===== config.mk =====
export PLATFORM = sky130hd
export DESIGN_NAME = cyc_irq_timer
export DESIGN_NICKNAME = d
export VERILOG_FILES = /design/src/rtl/cyc_irq_pkg.sv /design/src/rtl/cit_ctrl.sv /design/src/rtl/cit_count.sv /design/src/rtl/cit_irq.sv /design/src/rtl/cyc_irq_timer.sv
export SDC_FILE = /design/constraint.sdc
export NUM_CORES = 1
export LEC_CHECK = 0
export CAP_MARGIN = 5
export CORE_UTILIZATION = 40
export CTS_CLUSTER_DIAMETER = 40
export DETAILED_ROUTE_END_ITERATION = 7
export PLACE_DENSITY = 0.68
export REMOVE_ABC_BUFFERS = 1
export SYNTH_ARGS = -nofsm -noshare
export SYNTH_HDL_FRONTEND = slang
export SYNTH_HIERARCHICAL = 1
export SYNTH_SLANG_ARGS = --single-unit

===== constraint.sdc =====
create_clock -name clk_i -period 4.62 [get_ports clk_i]
set_input_delay 0.924 -clock clk_i [delete_from_list [all_inputs] [get_ports clk_i]]
set_output_delay 0.924 -clock clk_i [all_outputs]
set_load 0.03 [all_outputs]

===== src/rtl/cyc_irq_pkg.sv =====
package cyc_irq_pkg;
  typedef enum logic [1:0] {
    SEL_CTRL   = 2'd0,
    SEL_CNT_LO = 2'd1,
    SEL_CNT_HI = 2'd2,
    SEL_NONE   = 2'd3
  } reg_sel_e;

  localparam int unsigned CTRL_IRQ_BIT = 0;
  localparam int unsigned CTRL_RUN_BIT = 7;
endpackage


===== src/rtl/cit_ctrl.sv =====
module cit_ctrl
  import cyc_irq_pkg::*;
#(
  parameter int unsigned BYTE_W = 8
) (
  input  logic              clk_i,
  input  logic              rst_ni,
  input  logic              wr_i,
  input  logic [1:0]        sel_i,
  input  logic [BYTE_W-1:0] data_i,
  output logic              run_en_o,
  output logic              irq_en_o,
  output logic              ack_o
);
  assign ack_o = wr_i && (sel_i == SEL_CTRL);

  always_ff @(posedge clk_i or negedge rst_ni) begin
    if (!rst_ni) begin
      run_en_o <= 1'b0;
      irq_en_o <= 1'b0;
    end else if (ack_o) begin
      run_en_o <= data_i[CTRL_RUN_BIT];
      irq_en_o <= data_i[CTRL_IRQ_BIT];
    end
  end
endmodule


===== src/rtl/cit_count.sv =====
module cit_count
  import cyc_irq_pkg::*;
#(
  parameter int unsigned CNT_W  = 16,
  parameter int unsigned BYTE_W = 8
) (
  input  logic              clk_i,
  input  logic              rst_ni,
  input  logic              step_i,
  input  logic              wr_i,
  input  logic [1:0]        sel_i,
  input  logic [BYTE_W-1:0] data_i,
  output logic [CNT_W-1:0]  cnt_o,
  output logic              wrap_o
);
  localparam int unsigned N_LANES = CNT_W / BYTE_W;

  logic [CNT_W-1:0] cnt_q, dec, cnt_d;

  assign dec    = step_i ? cnt_q - CNT_W'(1) : cnt_q;
  assign wrap_o = step_i && (cnt_q == '0);

  // byte write overrides the decremented value in its own lane only
  for (genvar i = 0; i < N_LANES; i++) begin : g_lane
    logic lane_wr;
    assign lane_wr = wr_i && (int'(sel_i) == int'(SEL_CNT_LO) + i);
    assign cnt_d[i*BYTE_W +: BYTE_W] = lane_wr ? data_i : dec[i*BYTE_W +: BYTE_W];
  end

  always_ff @(posedge clk_i or negedge rst_ni) begin
    if (!rst_ni) cnt_q <= '0;
    else         cnt_q <= cnt_d;
  end

  assign cnt_o = cnt_q;
endmodule


===== src/rtl/cit_irq.sv =====
module cit_irq (
  input  logic clk_i,
  input  logic rst_ni,
  input  logic set_i,
  input  logic clr_i,
  output logic irq_o
);
  // acknowledge beats a same-cycle set
  always_ff @(posedge clk_i or negedge rst_ni) begin
    if (!rst_ni)     irq_o <= 1'b0;
    else if (clr_i)  irq_o <= 1'b0;
    else if (set_i)  irq_o <= 1'b1;
  end
endmodule


===== src/rtl/cyc_irq_timer.sv =====
module cyc_irq_timer
  import cyc_irq_pkg::*;
#(
  parameter int unsigned CNT_W  = 16,
  parameter int unsigned BYTE_W = 8
) (
  input  logic              clk_i,
  input  logic              rst_ni,
  input  logic              tick_i,
  input  logic              wr_i,
  input  logic [1:0]        sel_i,
  input  logic [BYTE_W-1:0] data_i,
  output logic              irq_o
);
  logic             run_en, irq_en, ack, step, wrap;
  logic [CNT_W-1:0] cnt_q;

  cit_ctrl #(.BYTE_W(BYTE_W)) u_ctrl (
    .clk_i    (clk_i),
    .rst_ni   (rst_ni),
    .wr_i     (wr_i),
    .sel_i    (sel_i),
    .data_i   (data_i),
    .run_en_o (run_en),
    .irq_en_o (irq_en),
    .ack_o    (ack)
  );

  assign step = tick_i && run_en;

  cit_count #(.CNT_W(CNT_W), .BYTE_W(BYTE_W)) u_count (
    .clk_i  (clk_i),
    .rst_ni (rst_ni),
    .step_i (step),
    .wr_i   (wr_i),
    .sel_i  (sel_i),
    .data_i (data_i),
    .cnt_o  (cnt_q),
    .wrap_o (wrap)
  );

  cit_irq u_irq (
    .clk_i  (clk_i),
    .rst_ni (rst_ni),
    .set_i  (wrap && irq_en),
    .clr_i  (ack),
    .irq_o  (irq_o)
  );
endmodule


==> impl_results.md, run 1 <==
* Die ar. at 2850 um2
* Register-to-Register Path Depth at 7
* Status: complete, no violations
* Final net count at 137
* First-pass GRT wire length at roughly 3.3 mm
* Total CTS buffers at 3
* Post-Layout Cell Count at roughly 150
* Initial Util at 0.426
* Die Span Y at between 50 and 60 um
* CTS tree: yes
* Slew Viols, Final at 0
* Cell Area, Placed at around 1200 um2
* Routability cong. at approximately 0.73
* Gr ovfl total at 0
* MaxCap Viol Count at 0
* Reg clk slew, reported paths at roughly 0.11 ns
* Vias per inst at ~5.4
* Post-synth top area cell: dfrtp_1
* # resized after CTS at 0
* Syn-to-layout area delta at 17.6%
* Post-DP HPWL at around 1.5 mm
* Io pins at 15
* Fin util at 0.501
* 1st-iter DRT viols at 15
* Worst-path maximum fanout at 7
* Site Rows at 18
* Die X at around 53 um
* Relative slew slack at 0.244
* Commonest cells in the netlist: 19 x dfrtp_1, 19 x nor2_1, 16 x a21oi_1, 8 x xnor2_1, 7 x xor2_1
* Synthesis Warnings at 6
* Core Footprint at ~2500 um2
* Antenna diode count at 0
* Yosys reg bits at 19
* EDFF count, synth at 0
* # hold bufs at CTS at 0
* Peak VDD IR at 184 uV
* CP Class: input port to flip-flop
* DRC at 0
* FF-to-FF setup slack at around 2.4 ns
* Critical Path Source: tick_i
* H-tree depth at 1
* Ys async rst share at 1.00
* First-pass DRT Iterations at 4
* CTS Buffer Depth at 2
* R2r endpoint: u_irq/irq_o
* Worst Skew at around 0.0023 ns
* Power Density at ~350 nW/um2
* CP Capture Type: flip-flop
* Worst Max-Slew Pin Slew at ~1.1 ns
* RSZ-0062 raised after global routing: no
* Yosys top cell area share at 0.451
* Netlist cell types at 25
* Post-route setup slack at roughly 1.8 ns
* Wirelength, routed at just over 2 mm
* Synth area leaders: dfrtp_1 45%, a21oi_1 7.6%, nor2_1 6.8%
* Synth Area per Inst at a little under 10 um2
* Post-Synthesis Cells at about 110
* Number of global-route vias before repair at roughly 740
* Inst Count DP at between 100 and 150
* Cell Area, Synth at roughly 1100 um2
* Hold WC Path Type: flip-flop to flip-flop
* Share of cells above drive strength 1 at 0.0909
* Post-DR wirelength/cell at about 14 um
* TNS Setup at 0 ns
* Register area share after synthesis at 0.451
* Post-Place Setup Slack at ~1.5 ns
* Setup-failing EPs final at 0
* Final Critical Period at 2.83 ns
* Post-route design area at between 1000 and 1500 um2
* Final worst-path cycle share at 0.613
* Final Hold Vio Count at 0
* Worst path arrival time at 3.08 ns
* Synth Flop Type: dfrtp_1
* Post-route ant nets at 0
* Fillers at ~260
* RR Startpoint: u_count/cnt_o[0]
* Clk_lat worst skew at between 0.2 and 0.3 ns
* Buffers on Ports at 14
* LEAKAGE at ~0.00044 uW
* CTS Sinks at 19
* Total GRT Usage at 0.164
* Post-CTS Setup Bufs at 0
* Clk root buf: clkbuf_4
* Peak Freq at approximately 350 MHz
* WP data required at 4.86 ns
* Largest net degree at the start of global routing at 20
* CP Capture Point: u_irq/irq_o
* Antenna violations before repair at 0
* CP Launch Type: input port
* Vias at between 800 and 900
## per-layer routing
metal  GRT usage  part of all wire  up-vias
met5           0                 0        -
met4      0.0658                 0        0
met3      0.0259             0.049        0
met2       0.273              0.46       24
met1       0.207              0.49      390
li1            -                 -      404
## critical path: stages
cell	delay, ns
clkdlybuf4s50_1	0.44
and2_1	0.21
nor4bb_1	0.91
nand2_1	0.11
nor4_1	0.20
and2_1	0.16
o21ba_1	0.13
## placed cells by master (no fill, tap or decap)
cell,n
nor2_1,19
nor4_1,1
ha_1,1
dfrtp_1,19
clkdlybuf4s50_1,14
xnor2_1,8
clkbuf_1,1
mux2_2,3
nor3_1,3
nand4bb_1,1
nor4_2,4
or4b_1,1
nand3_1,1
nand2_1,3
and2_1,2
inv_1,2
nand4_1,1
nand3b_1,3
or3_1,2
nor4bb_1,1
o21ba_1,1
clkbuf_4,3
a21oi_1,16
or4_1,3
xor2_1,7
nor3b_4,1
## registers in the layout, summed over array words and instances (netlist names)
register	count
u_irq/irq_o	1
u_count/cnt_o	16
u_ctrl/irq_en_o	1
u_ctrl/run_en_o	1
## where the power goes
part | total, uW | switching [uW] | internal (uW)
Combinational | 108 | 47.2 | 61.1
Clock | 84.5 | 51.0 | 33.6
Sequential | 246 | 39.3 | 206
## stage by stage
stage | total power (uW) | hold slack, ns
6_report | 438 | 0.508
5_1_grt | 469 | 0.527
4_1_cts | 445 | 0.514
3_5_place_dp | 356 | 0.488
3_3_place_gp | 351 | 0.484
2_1_floorplan | 318 | 0.472
## worst min path at each step
stage,start,cells past startpoint,to,slack [ns]
after floorplan,u_ctrl/irq_en_o,1,u_ctrl/irq_en_o,0.47
after global placement,u_irq/irq_o,1,u_irq/irq_o,0.48
after CTS,u_ctrl/irq_en_o,1,u_ctrl/irq_en_o,0.51
after global routing,u_irq/irq_o,1,u_irq/irq_o,0.53
final,u_irq/irq_o,1,u_irq/irq_o,0.51
after detailed placement,u_irq/irq_o,1,u_irq/irq_o,0.49
## layout make-up
| type | count | area, um2 | area share |
|---|---|---|---|
| tap | 30 | 37.5 | 0.0303 |
| clock buffer | 4 | 26.3 | 0.0212 |
| sequential | 19 | 475 | 0.383 |
| inverter | 2 | 7.51 | 0.00605 |
| timing repair buffer | 14 | 140 | 0.113 |
| multi-input combinational | 82 | 553 | 0.446 |
## kinds of logic after synthesis
family,count (synthesis),synth area share
adder cells (fa/ha/maj),1,0.0119
AND/OR/NAND/NOR,46,0.270
buffers and inverters,6,0.0249
XOR/XNOR,15,0.125
flip-flops,19,0.451
multiplexers,3,0.0320
AO/OA/AOI/OAI,17,0.0854
(Power assumes the default switching activity.)
==> run 2, diff against run 1 <==
--- a/config.mk
+++ b/config.mk
@@ -9,7 +9,7 @@
 export CORE_UTILIZATION = 40
 export CTS_CLUSTER_DIAMETER = 40
 export DETAILED_ROUTE_END_ITERATION = 7
-export PLACE_DENSITY = 0.68
+export PLACE_DENSITY = 0.7
 export REMOVE_ABC_BUFFERS = 1
 export SYNTH_ARGS = -nofsm -noshare
 export SYNTH_HDL_FRONTEND = slang
==> constraint.sdc (replaced) <==
create_clock -name clk_i -period 2.59 [get_ports clk_i]
set_input_delay 0.518 -clock clk_i [delete_from_list [all_inputs] [get_ports clk_i]]
set_output_delay 0.518 -clock clk_i [all_outputs]
set_load 0.03 [all_outputs]
==> run 2 against run 1 <==
Compared with the run above: final cell count grew 2.0%; clock skew shrank 0.0013 ns; register-to-register slack lost 1.6 ns; first-iteration DRC count shrank 47%; wire length grew 0.15%; core utilization grew 0.91 points; global-route usage grew 1.1 points; worst setup slack lost 1.3 ns; critical endpoint is now u_count/cnt_o[13]; die area is the same; sequential share of layout area shrank 0.68 points; combinational power grew 83%.
==> impl_results.md, run 2 (synthesis results as in run 1) <==
* Status: complete, no violations
* Initial Util at 0.426 (unchanged)
* Post-DP HPWL at 1.48 mm (+2.1%)
* Max FFs per register at 16 (unchanged)
* TNS Setup at 0 ns (unchanged)
* Worst Max-Slew Pin Slew at 0.603 ns (-0.516 ns)
* Worst-path maximum fanout at 7 (unchanged)
* Relative slew slack at 0.597 (+0.353)
* Wirelength, routed at 2.07 mm (+0.15%)
* Total CTS buffers at 3 (unchanged)
* Inst Count DP at 150 (+2.0%)
* LEAKAGE at 0.000459 uW (+3.5%)
* CTS Buffer Depth at 2 (unchanged)
* H-tree depth at 1 (unchanged)
* Post-CTS Setup Bufs at 0 (unchanged)
* Worst Skew at 0.00101 ns (-0.00131 ns)
* Die Span Y at 53.4 um (unchanged)
* 1st-iter DRT viols at 8 (-7)
* Final net count at 140 (+2.2%)
* CP Capture Type: flip-flop
* Syn-to-layout area delta at 19.7%
* Antenna diode count at 0 (unchanged)
* Die X at 53.4 um (unchanged)
* Vias at 816 (-0.24%)
* Routability cong. at 0.750 (+2.5%)
* Power Density at 622 nW/um2 (+76%)
* Vias per inst at 5.30 (-2.2%)
* # hold bufs at CTS at 0 (unchanged)
* Core Footprint at 2480 um2 (unchanged)
* Final worst-path cycle share at 0.813
* Commonest non-fill, non-tap cells in the layout: 19 x nor2_1, 19 x dfrtp_1, 16 x a21oi_1
* Total GRT Usage at 0.175 (+0.0113)
* CTS tree: yes
* Post-DR wirelength/cell at 13.4 um (-1.8%)
* CP Class: input port to flip-flop
* MaxCap Viol Count at 0 (unchanged)
* DRC at 0 (unchanged)
* Worst path arrival time at 2.26 ns (-0.82 ns)
* Clk root buf: clkbuf_4
* Fillers at 257 (-1.9%)
* Clk_lat worst skew at 0.29 ns (about the same)
* Share of cells above drive strength 1 at 0.113 (+0.0220)
* Peak Freq at roughly 470 MHz
* Gr ovfl total at 0 (unchanged)
* Reg clk slew, reported paths at 0.11 ns (about the same)
* Peak VDD IR at 459 uV (+150%)
* Antenna violations before repair at 0 (unchanged)
* First-pass GRT wire length at 3.50 mm (+7.2%)
* CTS Sinks at 19 (unchanged)
* RSZ-0062 raised after global routing: no
* Io pins at 15 (unchanged)
* Hold WC Path Type: flip-flop to flip-flop
* Post-route ant nets at 0 (unchanged)
* Post-Layout Cell Count at 154 (+2.0%)
* Post-Route Hold Slack at 0.506 ns (-0.00167 ns)
* First-pass DRT Iterations at 3 (-1)
* Final Hold Vio Count at 0 (unchanged)
* Number of global-route vias before repair at 808 (+9.3%)
* # resized after CTS at 0 (unchanged)
* CP Launch Type: input port
* WP data required at 2.74 ns (-2.12 ns)
* Setup-failing EPs final at 0 (unchanged)
* Site Rows at 18 (unchanged)
* Largest net degree at the start of global routing at 20 (unchanged)
* Final Critical Period at approximately 2.1 ns
* Die ar. at 2850 um2 (unchanged)
* Buffers on Ports at 14 (unchanged)
* Slew Viols, Final at 0 (unchanged)
## run 2: cell count changes in the layout (fill, tap and decap cells not counted)
cell	change
buf_4	+3
## run 2: power by group
| group | switching, uW | internal, uW |
|---|---|---|
| Combinational | 85.1 | 113 |
| Clock | 90.5 | 59.9 |
| Sequential | 69.0 | 368 |
## run 2: area by class of cell
class	count	area, um2	area share
clock buffers	4	26.3	0.0208
inverters	2	7.51	0.00595
multi-input cells	82	553	0.438
flip-flops and latches	19	475	0.377
well taps	30	37.5	0.0297
repair buffers	17	163	0.129
## run 2: through the flow
stage	total power, uW	worst slack (ns)	area [um2]	utilization
6_report	785	0.484	1260	0.510
2_1_floorplan	568	0.660	1040	-
3_5_place_dp	642	0.166	1240	0.499
5_1_grt	845	0.414	1260	0.510
3_3_place_gp	629	0.186	1240	0.499
4_1_cts	795	0.492	1260	0.510
## run 2: worst max-delay path, stage by stage
cell and delay, ns:
clkdlybuf4s50_1 0.45, and2_1 0.13, or4b_1 0.63, nor4_2 0.30, xnor2_1 0.15, a21oi_1 0.09
## run 2: worst paths after layout
path / start / end / slack (ns) / depth (start not counted)
max in group asynchronous: rst_ni / u_count/cnt_o[2] / 1.84 / 2
hold / removal: u_irq/irq_o / u_irq/irq_o / 0.51 / 1
setup / recovery: tick_i / u_count/cnt_o[13] / 0.48 / 6
hold reg to reg: u_irq/irq_o / u_irq/irq_o / 0.51 / 1
setup reg to reg: u_count/cnt_o[0] / u_count/cnt_o[13] / 0.79 / 4
min in group asynchronous: rst_ni / u_count/cnt_o[3] / 0.54 / 2
## run 2: metal layers
metal	vias up	routed length (um)	track usage
li1	406	-	-
met1	392	979	0.205
met2	16	988	0.302
met3	2	81	0.0517
met4	0	19	0.0526
met5	-	0	0
==> run 3, diff against run 2 <==
--- a/config.mk
+++ b/config.mk
@@ -9,7 +9,7 @@
 export CORE_UTILIZATION = 40
 export CTS_CLUSTER_DIAMETER = 40
 export DETAILED_ROUTE_END_ITERATION = 7
-export PLACE_DENSITY = 0.7
+export PLACE_DENSITY = 0.68
 export REMOVE_ABC_BUFFERS = 1
 export SYNTH_ARGS = -nofsm -noshare
 export SYNTH_HDL_FRONTEND = slang
==> constraint.sdc (replaced) <==
create_clock -name clk_i -period 2.05 [get_ports clk_i]
set_input_delay 0.41 -clock clk_i [delete_from_list [all_inputs] [get_ports clk_i]]
set_output_delay 0.41 -clock clk_i [all_outputs]
set_load 0.03 [all_outputs]
==> run 3 against run 2 <==
Compared with the run above: register-to-register slack got worse by 0.45 ns; worst hold slack got worse by 0.072 ns; sequential share of layout area decreased by 0.88 points; total power increased by 27%; cell area increased by 2.4%; core utilization increased by 1.2 points; first-iteration DRC count increased by 13%; combinational power increased by 28%; critical path depth increased by 1; clock skew increased by 0.0025 ns; largest cell class unchanged; largest power group unchanged.
==> impl_results.md, run 3 (synthesis results as in run 1) <==
* Status: complete, no violations
* Post-Layout Cell Count at 158 (+2.6%)
* Final Hold Vio Count at 0 (unchanged)
* Post-CTS Setup Bufs at 0 (unchanged)
* Fillers at 247 (-3.9%)
* Post-DP HPWL at 1.55 mm (+4.5%)
* CP Capture Point: u_count/cnt_o[9]
* First-pass DRT Iterations at 4 (+1)
* Die X at 53.4 um (unchanged)
* Vias per inst at 5.17 (-2.4%)
* Buffers on Ports at 14 (unchanged)
* Largest net degree at the start of global routing at 20 (unchanged)
* Die Span Y at 53.4 um (unchanged)
* Io pins at 15 (unchanged)
* Vias at 817 (+0.12%)
* Syn-to-layout area delta at 22.5%
* Register Area at 475 um2 (unchanged)
* PnR Total Power at 995 uW (+27%)
* Site Rows at 18 (unchanged)
* Worst Max-Slew Pin Slew at 0.559 ns (-0.0442 ns)
* Share of cells above drive strength 1 at 0.141 (+0.0277)
* Met3 Resource Use GR at 0.0287 (-0.0230)
* Register-to-Register Path Depth at 5 (+1)
* Total CTS buffers at 3 (unchanged)
* Die ar. at 2850 um2 (unchanged)
* GRT met1 Usage at 0.204 (-0.00144)
* 1st-iter DRT viols at 9 (+1)
* # resized after CTS at 0 (unchanged)
* Peak VDD IR at 430 uV (-6.2%)
* Final net count at 144 (+2.9%)
* Clk root buf: clkbuf_4
* Inst Count DP at 154 (+2.7%)
* CTS Sinks at 19 (unchanged)
* Critical Path Source: tick_i
* R2r endpoint: u_count/cnt_o[9]
* Worst Skew at 0.00347 ns (+0.00246 ns)
* Slew Viols, Final at 0 (unchanged)
* H-tree depth at 1 (unchanged)
* Antenna violations before repair at 0 (unchanged)
* FF-to-FF setup slack at 0.34 ns (-0.45 ns)
* First-pass GRT wire length at 3.51 mm (+0.40%)
* CTS tree: yes
* Wirelength, routed at 2.05 mm (-0.87%)
* Routability cong. at 0.778 (+3.8%)
* CTS Buffer Depth at 2 (unchanged)
* Peak Freq at about 530 MHz
* Post-DR wirelength/cell at 13.0 um (-3.4%)
* Setup-failing EPs final at 0 (unchanged)
* CP Launch Type: input port
* MaxCap Viol Count at 0 (unchanged)
* # hold bufs at CTS at 0 (unchanged)
* Relative slew slack at 0.625 (+0.0278)
* DRC at 0 (unchanged)
* Final Critical Period at 1.89 ns
* CP Capture Type: flip-flop
* CP Class: input port to flip-flop
* Area of the multi-input gates at 553 um2 (unchanged)
* Number of global-route vias before repair at 859 (+6.3%)
* Worst path arrival time at 2.08 ns (-0.18 ns)
* TNS Setup at 0 ns (unchanged)
* Worst-path maximum fanout at 7 (unchanged)
* Hold WC Path Type: input port to async pin
* Total GRT Usage at 0.170 (-0.00462)
* Initial Util at 0.426 (unchanged)
* Clk_lat worst skew at 0.29 ns (about the same)
* RR Startpoint: u_count/cnt_o[0]
* Max FFs per register at 16 (unchanged)
* Reg clk slew, reported paths at 0.11 ns (about the same)
* Met2 Use GR at 0.304 (+0.00208)
* Commonest non-fill, non-tap cells in the layout: 19 x nor2_1, 19 x dfrtp_1, 16 x a21oi_1
* Post-route ant nets at 0 (unchanged)
* Gr ovfl total at 0 (unchanged)
* Antenna diode count at 0 (unchanged)
* WP data required at 2.24 ns (-0.50 ns)
* RSZ-0062 raised after global routing: no
* Final worst-path cycle share at 0.923
* Power Density at 770 nW/um2 (+24%)
* Core Footprint at 2480 um2 (unchanged)
* LEAKAGE at 0.000477 uW (+4.0%)
* GR peak layer: met2
-- run 3: cell types whose count changed in the layout (fill, tap and decap cells not counted) --
cell,change
buf_4,+4
-- run 3: worst min-delay path by stage --
stage / end / from / slack (ns)
after CTS: u_count/cnt_o[5] / rst_ni / 0.43
after global routing: u_count/cnt_o[5] / rst_ni / 0.44
final: u_count/cnt_o[6] / rst_ni / 0.43
after global placement: u_irq/irq_o / u_irq/irq_o / 0.48
after detailed placement: u_irq/irq_o / u_irq/irq_o / 0.48
after floorplan: u_count/cnt_o[0] / rst_ni / 0.11
-- run 3: layer usage --
layer / wire, um / up-vias
met5: 0 / -
met4: 0 / 0
met3: 77 / 0
met2: 1020 / 14
met1: 952 / 390
li1: - / 413
-- run 3: worst max-delay path, stage by stage --
cell             delay [ns]
clkdlybuf4s50_1        0.44
and2_1                 0.13
or4b_1                 0.43
buf_4                  0.18
nor4_2                 0.25
xnor2_1                0.16
a21oi_1                0.08
-- run 3: power by group --
group          total [uW]  switching [uW]  internal, uW
combinational         254             108           146
sequential            554            88.9           465
clock                 188             112          75.7
-- run 3: through the flow --
step | setup slack [ns] | instance area (um2) | hold slack [ns] | utilization
finish | 0.157 | 1290 | 0.434 | 0.522
global route | 0.0271 | 1290 | 0.441 | 0.522
CTS | 0.160 | 1290 | 0.431 | 0.522
detailed placement | -0.162 | 1270 | 0.479 | 0.511
global placement | -0.170 | 1270 | 0.478 | 0.511
floorplan | 0.203 | 1040 | 0.114 | -
-- run 3: area by class of cell --
class	count	area share
Timing Repair Buffer	21	0.149
Multi-Input combinational cell	82	0.428
Inverter	2	0.00581
Tap cell	30	0.0290
Clock buffer	4	0.0203
Sequential cell	19	0.368
